[config.mk]
export PLATFORM = sky130hd
export DESIGN_NAME = bt_host_port
export DESIGN_NICKNAME = d
export VERILOG_FILES = /design/src/rtl/bt_port_pkg.sv /design/src/rtl/bt_ctrl_reg.sv /design/src/rtl/bt_rx_buf.sv /design/src/rtl/bt_tx_buf.sv /design/src/rtl/bt_host_port.sv
export SDC_FILE = /design/constraint.sdc
export NUM_CORES = 1
export LEC_CHECK = 0
export ABC_AREA = 1
export BUFFER_PORTS_ARGS = -buffer_cell sky130_fd_sc_hd__buf_4
export CORE_ASPECT_RATIO = 0.6
export CORE_UTILIZATION = 40
export DETAILED_ROUTE_END_ITERATION = 8
export GPL_ROUTABILITY_DRIVEN = 0
export SYNTH_ARGS = -nofsm -noshare
export SYNTH_HDL_FRONTEND = slang
export SYNTH_SLANG_ARGS = --single-unit
[constraint.sdc]
create_clock -name clk -period 2.1 [get_ports clk]
set_input_delay 0.105 -clock clk [delete_from_list [all_inputs] [get_ports clk]]
set_output_delay 0.105 -clock clk [all_outputs]
set_load 0.02 [all_outputs]
[src/rtl/bt_port_pkg.sv]
package bt_port_pkg;
  localparam logic [1:0] LOC_CTRL = 2'd0;
  localparam logic [1:0] LOC_DATA = 2'd1;
  localparam logic [1:0] LOC_MASK = 2'd2;

  localparam int CB_CLR_WR    = 0;
  localparam int CB_CLR_RD    = 1;
  localparam int CB_REQ       = 2;
  localparam int CB_RSP_ATN   = 3;
  localparam int CB_EVT_ATN   = 4;
  localparam int CB_HOST_BUSY = 6;
  localparam int CB_CTL_BUSY  = 7;

  localparam logic [7:0] NO_DATA = 8'hFF;
endpackage

[src/rtl/bt_ctrl_reg.sv]
module bt_ctrl_reg
  import bt_port_pkg::*;
(
  input  logic       clk,
  input  logic       rst_n,
  input  logic       wr_stb,
  input  logic [7:0] wdata,
  input  logic       rsp_done,
  input  logic       sms_set,
  output logic [7:0] ctrl_byte,
  output logic       req_ready,
  output logic       clr_wr,
  output logic       clr_rd
);
  logic ctl_busy, host_busy, evt_atn, rsp_atn;

  assign clr_wr = wr_stb & wdata[CB_CLR_WR];
  assign clr_rd = wr_stb & wdata[CB_CLR_RD];

  always_comb begin
    ctrl_byte               = '0;
    ctrl_byte[CB_CTL_BUSY]  = ctl_busy;
    ctrl_byte[CB_HOST_BUSY] = host_busy;
    ctrl_byte[CB_EVT_ATN]   = evt_atn;
    ctrl_byte[CB_RSP_ATN]   = rsp_atn;
  end

  always_ff @(posedge clk or negedge rst_n) begin
    if (!rst_n) begin
      ctl_busy  <= 1'b0;
      host_busy <= 1'b0;
      evt_atn   <= 1'b0;
      rsp_atn   <= 1'b0;
      req_ready <= 1'b0;
    end else begin
      req_ready <= wr_stb & wdata[CB_REQ];
      if (wr_stb && wdata[CB_REQ])            ctl_busy <= 1'b1;
      else if (rsp_done)                      ctl_busy <= 1'b0;
      if (wr_stb && wdata[CB_HOST_BUSY])      host_busy <= ~host_busy;
      if (rsp_done)                           rsp_atn <= 1'b1;
      else if (wr_stb && wdata[CB_RSP_ATN])   rsp_atn <= 1'b0;
      if (sms_set)                            evt_atn <= 1'b1;
      else if (wr_stb && wdata[CB_EVT_ATN])   evt_atn <= 1'b0;
    end
  end

  AST_HOST_BUSY_FLIP: assert property (@(posedge clk) disable iff (!rst_n)
    (wr_stb && wdata[CB_HOST_BUSY]) |=> (ctrl_byte[CB_HOST_BUSY] != $past(ctrl_byte[CB_HOST_BUSY])));
  AST_RSP_ATN_W1C: assert property (@(posedge clk) disable iff (!rst_n)
    (wr_stb && wdata[CB_RSP_ATN] && !rsp_done) |=> !ctrl_byte[CB_RSP_ATN]);
  AST_REQ_MEANS_BUSY: assert property (@(posedge clk) disable iff (!rst_n)
    req_ready |-> ctrl_byte[CB_CTL_BUSY]);
  AST_REQ_ONE_CYCLE: assert property (@(posedge clk) disable iff (!rst_n)
    (req_ready && !(wr_stb && wdata[CB_REQ])) |=> !req_ready);
endmodule

[src/rtl/bt_rx_buf.sv]
module bt_rx_buf #(
  parameter int DEPTH = 64,
  parameter int AW    = $clog2(DEPTH),
  parameter int CNT_W = AW + 2
) (
  input  logic             clk,
  input  logic             rst_n,
  input  logic             push,
  input  logic [7:0]       push_data,
  input  logic             clear,
  input  logic [AW-1:0]    rd_addr,
  output logic [7:0]       rd_data,
  output logic [CNT_W-1:0] count
);
  localparam logic [CNT_W-1:0] CAP     = CNT_W'(DEPTH);
  localparam logic [CNT_W-1:0] CNT_MAX = '1;

  logic [7:0] mem [DEPTH];

  assign rd_data = mem[rd_addr];

  always_ff @(posedge clk) begin
    if (push && !clear && count < CAP) mem[count[AW-1:0]] <= push_data;
  end

  always_ff @(posedge clk or negedge rst_n) begin
    if (!rst_n)                         count <= '0;
    else if (clear)                     count <= '0;
    else if (push && count != CNT_MAX)  count <= count + CNT_W'(1);
  end

  AST_RX_COUNT_STEP: assert property (@(posedge clk) disable iff (!rst_n)
    (push && !clear && count != CNT_MAX) |=> (count == $past(count) + CNT_W'(1)));
  AST_RX_CLEAR: assert property (@(posedge clk) disable iff (!rst_n)
    clear |=> (count == '0));
endmodule

[src/rtl/bt_tx_buf.sv]
module bt_tx_buf
  import bt_port_pkg::*;
#(
  parameter int DEPTH = 64,
  parameter int AW    = $clog2(DEPTH)
) (
  input  logic          clk,
  input  logic          rst_n,
  input  logic          ld_we,
  input  logic [AW-1:0] ld_addr,
  input  logic [7:0]    ld_data,
  input  logic          ld_done,
  input  logic [AW:0]   ld_len,
  input  logic          pop,
  input  logic          rewind,
  output logic [7:0]    head_byte
);
  localparam logic [AW:0] CAP = (AW+1)'(DEPTH);

  logic [7:0] mem [DEPTH];
  logic [AW:0] ptr, len;
  logic has;

  assign has       = ptr < len;
  assign head_byte = has ? mem[ptr[AW-1:0]] : NO_DATA;

  always_ff @(posedge clk) begin
    if (ld_we) mem[ld_addr] <= ld_data;
  end

  always_ff @(posedge clk or negedge rst_n) begin
    if (!rst_n) begin
      ptr <= '0;
      len <= '0;
    end else if (ld_done) begin
      ptr <= '0;
      len <= (ld_len > CAP) ? CAP : ld_len;
    end else if (rewind) begin
      ptr <= '0;
    end else if (pop && has) begin
      if (ptr + (AW+1)'(1) == len) begin
        ptr <= '0;
        len <= '0;
      end else begin
        ptr <= ptr + (AW+1)'(1);
      end
    end
  end

  AST_TX_REWIND: assert property (@(posedge clk) disable iff (!rst_n)
    (pop && has && !ld_done && (ptr + (AW+1)'(1) == len)) |=> (head_byte == NO_DATA));
endmodule

[src/rtl/bt_host_port.sv]
module bt_host_port
  import bt_port_pkg::*;
#(
  parameter int DEPTH = 64,
  localparam int AW    = $clog2(DEPTH),
  localparam int CNT_W = AW + 2
) (
  input  logic             clk,
  input  logic             rst_n,
  input  logic [1:0]       bus_addr,
  input  logic             bus_rd,
  input  logic             bus_wr,
  input  logic [7:0]       bus_wdata,
  output logic [7:0]       bus_rdata,
  output logic [7:0]       irq_mask,
  output logic             req_ready,
  output logic [CNT_W-1:0] rx_len,
  input  logic [AW-1:0]    req_raddr,
  output logic [7:0]       req_rdata,
  input  logic             rsp_we,
  input  logic [AW-1:0]    rsp_waddr,
  input  logic [7:0]       rsp_wdata,
  input  logic             rsp_done,
  input  logic [AW:0]      rsp_len,
  input  logic             sms_set
);
  logic [7:0] ctrl_byte, head_byte;
  logic clr_wr, clr_rd;
  logic ctrl_wr, data_wr, data_rd, mask_wr;

  assign ctrl_wr = bus_wr && bus_addr == LOC_CTRL;
  assign data_wr = bus_wr && bus_addr == LOC_DATA;
  assign mask_wr = bus_wr && bus_addr == LOC_MASK;
  assign data_rd = bus_rd && bus_addr == LOC_DATA;

  bt_ctrl_reg u_ctrl (
    .clk, .rst_n,
    .wr_stb (ctrl_wr), .wdata (bus_wdata),
    .rsp_done, .sms_set,
    .ctrl_byte, .req_ready, .clr_wr, .clr_rd
  );

  bt_rx_buf #(.DEPTH(DEPTH), .AW(AW), .CNT_W(CNT_W)) u_rx (
    .clk, .rst_n,
    .push (data_wr), .push_data (bus_wdata), .clear (clr_wr),
    .rd_addr (req_raddr), .rd_data (req_rdata), .count (rx_len)
  );

  bt_tx_buf #(.DEPTH(DEPTH), .AW(AW)) u_tx (
    .clk, .rst_n,
    .ld_we (rsp_we), .ld_addr (rsp_waddr), .ld_data (rsp_wdata),
    .ld_done (rsp_done), .ld_len (rsp_len),
    .pop (data_rd), .rewind (clr_rd), .head_byte
  );

  always_ff @(posedge clk or negedge rst_n) begin
    if (!rst_n) begin
      irq_mask  <= '0;
      bus_rdata <= '0;
    end else begin
      if (mask_wr) irq_mask <= bus_wdata;
      if (bus_rd) begin
        case (bus_addr)
          LOC_CTRL: bus_rdata <= ctrl_byte;
          LOC_DATA: bus_rdata <= head_byte;
          LOC_MASK: bus_rdata <= irq_mask;
          default:  bus_rdata <= NO_DATA;
        endcase
      end
    end
  end

  AST_UNUSED_LOC_READ: assert property (@(posedge clk) disable iff (!rst_n)
    (bus_rd && bus_addr == 2'd3) |=> (bus_rdata == NO_DATA));
  AST_MASK_HOLD: assert property (@(posedge clk) disable iff (!rst_n)
    !mask_wr |=> $stable(irq_mask));
endmodule

Word-level counts from Yosys, hierarchy flattened --
Memory sizes are Yosys's and may differ from the RTL's. Index checks and enable logic that the tools add are counted.
Word-level totals: register bits after elaboration 43, RAM bits 1024, bits of input ports 44, output and inout port bits 33, logic and storage cells 71, memories 2
Memory list:
- u_rx.mem | depth 64, width 8, read ports 1, clocked after memory_dff 0, write ports 1, RTL line bt_rx_buf.sv:18 | logic [7:0] mem [DEPTH];
- u_tx.mem | depth 64, width 8, read ports 1, clocked after memory_dff 0, write ports 1, RTL line bt_tx_buf.sv:20 | logic [7:0] mem [DEPTH];
Operators by class: add/sub/neg operators 2, order comparisons 3, eq/ne operators 5, mux-type cells 23, bitwise gates (word level) 4, reductions and logical operators 22
Operators with widths (number):
- $mux W7 | 9
- $mux W8 | 3
- $pmux W8 S3 | 1
- $logic_and A1 B1 Y1 | 12
- $reduce_bool A2 Y1 | 6
- $mux W1 | 10
- $add A8 B1 Y8 const B | 1
- $lt A8 B7 Y1 const B | 1
- $ne A8 B8 Y1 const B | 1
- $add A7 B1 Y7 const B | 1
- $eq A7 B7 Y1 | 1
- $gt A7 B7 Y1 const B | 1
- $lt A7 B7 Y1 | 1
- $and A1 B1 Y1 | 3
- $reduce_and A3 Y1 | 1
- $reduce_bool A3 Y1 | 1
- $eq A2 B1 Y1 const B | 1
- $eq A2 B2 Y1 const B | 1
- $logic_not A2 Y1 | 1
- $ne A2 B2 Y1 const B | 1
- $logic_not A1 Y1 | 1
- $not A1 Y1 | 1

Logic depth before layout (Yosys ltp) --
word-level depth 8, depth in mapped cells 15, mapped depth without buffers 13

Modules after synthesis --
Synthesis repeated with hierarchy kept, for this count alone.
Unflattened totals: cells, all modules 3914, area, all modules 44301.2 µm²
By module, submodules not included:
- bt_tx_buf | times used 1, cells an instance 1910, area each 21829.7 µm², sequential area each 15725.1 µm²
- bt_rx_buf | times used 1, cells an instance 1850, area each 21358.0 µm², sequential area each 15574.9 µm²
- bt_host_port | times used 1, cells an instance 119, area each 844.6 µm², sequential area each 400.4 µm²
- bt_ctrl_reg | times used 1, cells an instance 35, area each 269.0 µm², sequential area each 125.1 µm²

Worst setup path before layout --
Ideal clock, no wire load.
path type register to register, start reg u_rx.count[4], end mem u_rx.mem[61][0], enable pin, library setup time 0.383 ns, arrival time 1.695 ns, required time 1.717 ns, setup slack 0.021 ns, stages on the path, launching flop included 5, buffers on the path 0, clock period less this slack 2.079 ns, cells stage by stage dfrtp_1 -> nand2_1 -> nor2_1 -> clkinv_1 -> nor3_1
On the way: longest elaborated chain between the ends 4
Ends and longest elaborated chain:
- from (decl) | RTL line bt_rx_buf.sv:13 | output logic [CNT_W-1:0] count
- from (signal assigned) | RTL line bt_rx_buf.sv:29 | else if (push && count != CNT_MAX) count <= count + CNT_W'(1);
- $lt A8 B7 Y1 | RTL line bt_rx_buf.sv:23 | if (push && !clear && count < CAP) mem[count[AW-1:0]] <= push_data;
- $logic_and A1 B1 Y1 | RTL line bt_rx_buf.sv:23
- $mux W1 | RTL line bt_rx_buf.sv:23
- $mux W1 (implied by the code) | RTL line bt_rx_buf.sv:23
- to (decl) | RTL line bt_rx_buf.sv:18
Parallel ways exist; a longest one is shown, timed or not.

Worst setup path in the final report --
start mem u_rx.mem[53][7], end out req_rdata[7]
On the way: longest elaborated chain between the ends 1
Ends and longest elaborated chain:
- $mem_v2 Z64 W8
- to (decl) | RTL line bt_host_port.sv:19 | output logic [7:0] req_rdata,
Every way passes these cells.

==> run metrics <==
Net Sw Frac 23.51%; Synth Area in XOR/XNOR 0.09877%; Net Switching 10.87 mW; CP Data Arrival Time 2.39 ns; Max-slew headroom 44.08%; Synth top area share a little over two thirds; Compound-Gate Fraction of Synth Area 9.284%; initial antenna violation count 0; count of cell types in the netlist 42; number of synthesized flops with an enable pin 1024; kind of critical path flop to output port; Clock Path Buffers 3; PortBufs 76; GRT Total Usage 22.75%; Initial DRT Pass Iterations 6; Avg Synthesized Cell Area 11.74 µm²; Pleak 19.53 nW; Final Setup Violations 14; FF+latch count, synth 1067; Worst-Skew Late Latency 0.70 ns; PD cells 850.5 nW/µm²; final cycle utilization of the critical path 118.7%; share of power burned in combinational logic 8.2%; highest clock rate 401.1 MHz; TritonCTS Buffers 104; Worst-path clk slew about 0.060 ns; synth top area cells edfxtp_1 69%, nor2_1 5.4%, nand2_1 4.3%; Fin Clk Skew 0.02438 ns; wire length per cell 22.86 µm; FILL cells approximately 9500; required time of the critical path around 2.0 ns; site row count 94; Critical Path Sink Type output port; final max-slew violation count 0; max_cap viols 0; Startpoint Class flop; Post-synth top flop edfxtp_1; post-synthesis sequential area ratio 71.78%; Cells after DPL ~5500; Final min period 2.493 ns; failing checks setup timing; vias between 30000 and 40000; Max IR drop VDD 0.6525 mV; Post-DP HPWL 81200 µm; Int Power 35.37 mW; Die Y 259.9 µm; Area growth syn-to-layout 22.63%; Yosys top cell by area edfxtp_1; Layout Utilization between 40% and 50%; Root Buffer clkbuf_16; multiplexer share of the synthesized area less than 1%; Reg power frac around half; Antenna Nets Post-Route 0; Finished Cell Area 54370 µm²; final worst slack -0.3929 ns; CTS Sinks about 1100; biggest fanout along the worst timing path 1; DR vias/cell 5.431; Setup WS pre-CTS -0.1528 ns; Slew @ Worst Pin about 0.84 ns; unrepaired setup endpoints after global routing true; syn_nets 3829; final layout net count 4200; Mapped Cells 3776; # IOs 77; post-synthesis adder-cell area fraction 0.2540%; Core ar. ~110000 µm²; largest family of logic cells by synthesized area simple AND/OR/NAND/NOR gates; synthesized area ~44000 µm²; layout cell share with drive strength beyond 1 19.82%; DRC Markers 0; post-synthesis simple-gate area fraction roughly 14%; Routed WL 130800 µm; Hold WC Path Type input port to flop; pin count of the biggest net entering global routing 90; Initial Utilization 40.41%; htree depth 3; status finished with violations; dpl cell area 48730 µm²; Synthesis Warnings 0; 1st-iter DRT viols about 4200; Clk pwr share 40.6%; global route total overflow 0; final cell count without fillers roughly 5700; die width 431.8 µm; Async S/R FF share, synth 4.030%; die area 112200 µm²; vias in the first global route 28528; final hold vios 0; CTS tree done; first-pass GRT wire length 190000 µm
==> routing by layer <==
metal,vias up,global-route usage [%],part of all wire (%)
met5,-,0,0.076
met4,2,4.639,1.7
met3,150,6.741,12
met2,1503,28.59,38
met1,15277,37.47,48
li1,14147,-,-
==> cells by family (layout without fill, tap and decap cells) <==
logic type / Yosys count / after routing
and+or+nand+nor: 1495 / 1495
AOI/OAI and AO/OA: 754 / 754
DFF: 1067 / 1067
other: 0 / 1
adders and majority gates: 9 / 9
buffers and inverters: 444 / 901
muxes: 2 / 2
xor gates and xnor gates: 5 / 5
==> worst paths after layout <==
path                       cells past startpoint  slack [ns]                            to                    startpoint
max                                            9       -0.39                  req_rdata[7]     u_rx.mem[53][7]$_DFFE_PP_
min                                            1        0.01     u_rx.mem[23][5]$_DFFE_PP_                  bus_wdata[5]
max reg2reg                                   15       -0.12      bus_rdata[1]$_DFFE_PN0P_       u_tx.ptr[0]$_DFFE_PN0P_
min reg2reg                                    1        0.47  u_ctrl.host_busy$_DFFE_PN0P_  u_ctrl.host_busy$_DFFE_PN0P_
max in group asynchronous                      4        1.39       irq_mask[5]$_DFFE_PN0P_                         rst_n
min in group asynchronous                      4        0.45       u_tx.ptr[3]$_DFFE_PN0P_                         rst_n
==> layout by cell type (no fill, tap or decap), types with 5 or more instances in the layout <==
cell | synthesis | final
edfxtp_1 | 1024 | 1024
nor2_1 | 632 | 617
nand2_1 | 509 | 462
buf_4 | 31 | 355
o21ai_0 | 371 | 317
inv_1 | 210 | 208
nand3_1 | 290 | 185
o21ai_1 | 140 | 181
o22ai_1 | 144 | 137
clkbuf_16 | 0 | 111
nand3_2 | 1 | 87
buf_12 | 0 | 50
o211ai_1 | 42 | 42
nand2_2 | 2 | 40
dfrtp_1 | 43 | 40
dlygate4sd3_1 | 0 | 38
clkbuf_1 | 76 | 28
a21oi_1 | 44 | 26
or2_1 | 23 | 23
buf_6 | 25 | 20
clkinv_1 | 2 | 19
nand3_4 | 0 | 19
a21oi_2 | 1 | 17
nor3_1 | 16 | 16
clkinv_2 | 0 | 14
o21ai_2 | 0 | 10
bufinv_16 | 0 | 10
nand2_4 | 0 | 9
nor2_4 | 0 | 9
buf_16 | 0 | 9
buf_8 | 0 | 9
nor2_2 | 2 | 8
ha_1 | 9 | 8
inv_2 | 6 | 7
o22ai_2 | 0 | 7
or2_0 | 6 | 6
inv_6 | 0 | 5
nand4_1 | 5 | 5
clkinvlp_4 | 0 | 5
==> timing repair <==
| item | CTS | global route |
|---|---|---|
| endpoints found under the setup margin | 15 | 54 |
| hold buffers | 38 | 1 |
| setup buffers | 4 | 15 |
| gates cloned | 5 | 7 |
| hold endpoints to repair | 400 | 5 |
| pin swaps | 34 | 85 |
| gates resized for setup | 133 | 249 |
==> power by group through the flow <==
stage | clock [mW] | combinational [mW] | sequential [mW]
5_1_grt | 19.8 | 4.04 | 23.7
6_report | 18.8 | 3.80 | 23.7
3_5_place_dp | 0 | 3.35 | 24.1
3_3_place_gp | 0 | 3.32 | 24.1
4_1_cts | 19.0 | 3.53 | 23.6
2_1_floorplan | 0 | 1.47 | 24.1
==> metrics by stage <==
stage	setup TNS, ns	total power, mW	hold slack, ns
finish	-2.808	46.24	0.01235
global route	-5.392	47.50	0.009996
CTS	-2.310	46.23	0.001974
detailed placement	-0.7005	27.45	0.1575
global placement	-0.6226	27.43	0.1531
floorplan	0	25.62	-0.1906
==> flip-flops by register name, summed over array words and instances (netlist names) <==
register,count
u_rx.mem,512
bus_rdata,8
u_ctrl.host_busy,1
irq_mask,8
u_ctrl.evt_atn,1
u_tx.mem,512
u_ctrl.rsp_atn,1
u_ctrl.req_ready,1
u_ctrl.ctl_busy,1
u_rx.count,8
u_tx.ptr,7
u_tx.len,7
==> critical path: stages, from the launching register on <==
cell and delay, ns:
edfxtp_1 0.36, o21ai_0 0.17, o22ai_1 0.14, nand2_1 0.09
nand2_1 0.07, a21oi_1 0.30, o21ai_1 0.16, nand3_1 0.15
nand2_1 0.09, buf_6 0.14
==> Yosys cell counts, types with 2 or more instances <==
cell      number
a21oi_1       44
buf_1         14
buf_2         74
buf_4         31
buf_6         25
clkbuf_1      76
clkbuf_2       4
clkinv_1       2
dfrtp_1       43
edfxtp_1    1024
ha_1           9
inv_1        210
inv_2          6
inv_4          2
mux2_2         2
nand2_1      509
nand2_2        2
nand3_1      290
nand4_1        5
nor2_1       632
nor2_2         2
nor3_1        16
nor3_2         2
o211ai_1      42
o21ai_0      371
o21ai_1      140
o21bai_1       3
o221ai_1       5
o22ai_1      144
o31ai_1        2
or2_0          6
or2_1         23
or2_2          4
xor2_1         4
==> cell type report <==
cell class	count	area (µm²)	share of cell area, %
diodes	1	2.502	0.004602
clock buffers	137	2788	5.127
inverters	220	857.1	1.576
repair inverters	1	20.02	0.03682
clock inverters	55	576.8	1.061
flip-flops and latches	1067	31830	58.55
well taps	1488	1862	3.424
repair buffers	488	4837	8.896
multi-input cells	2265	11590	21.33
(Power assumes the default switching activity.)
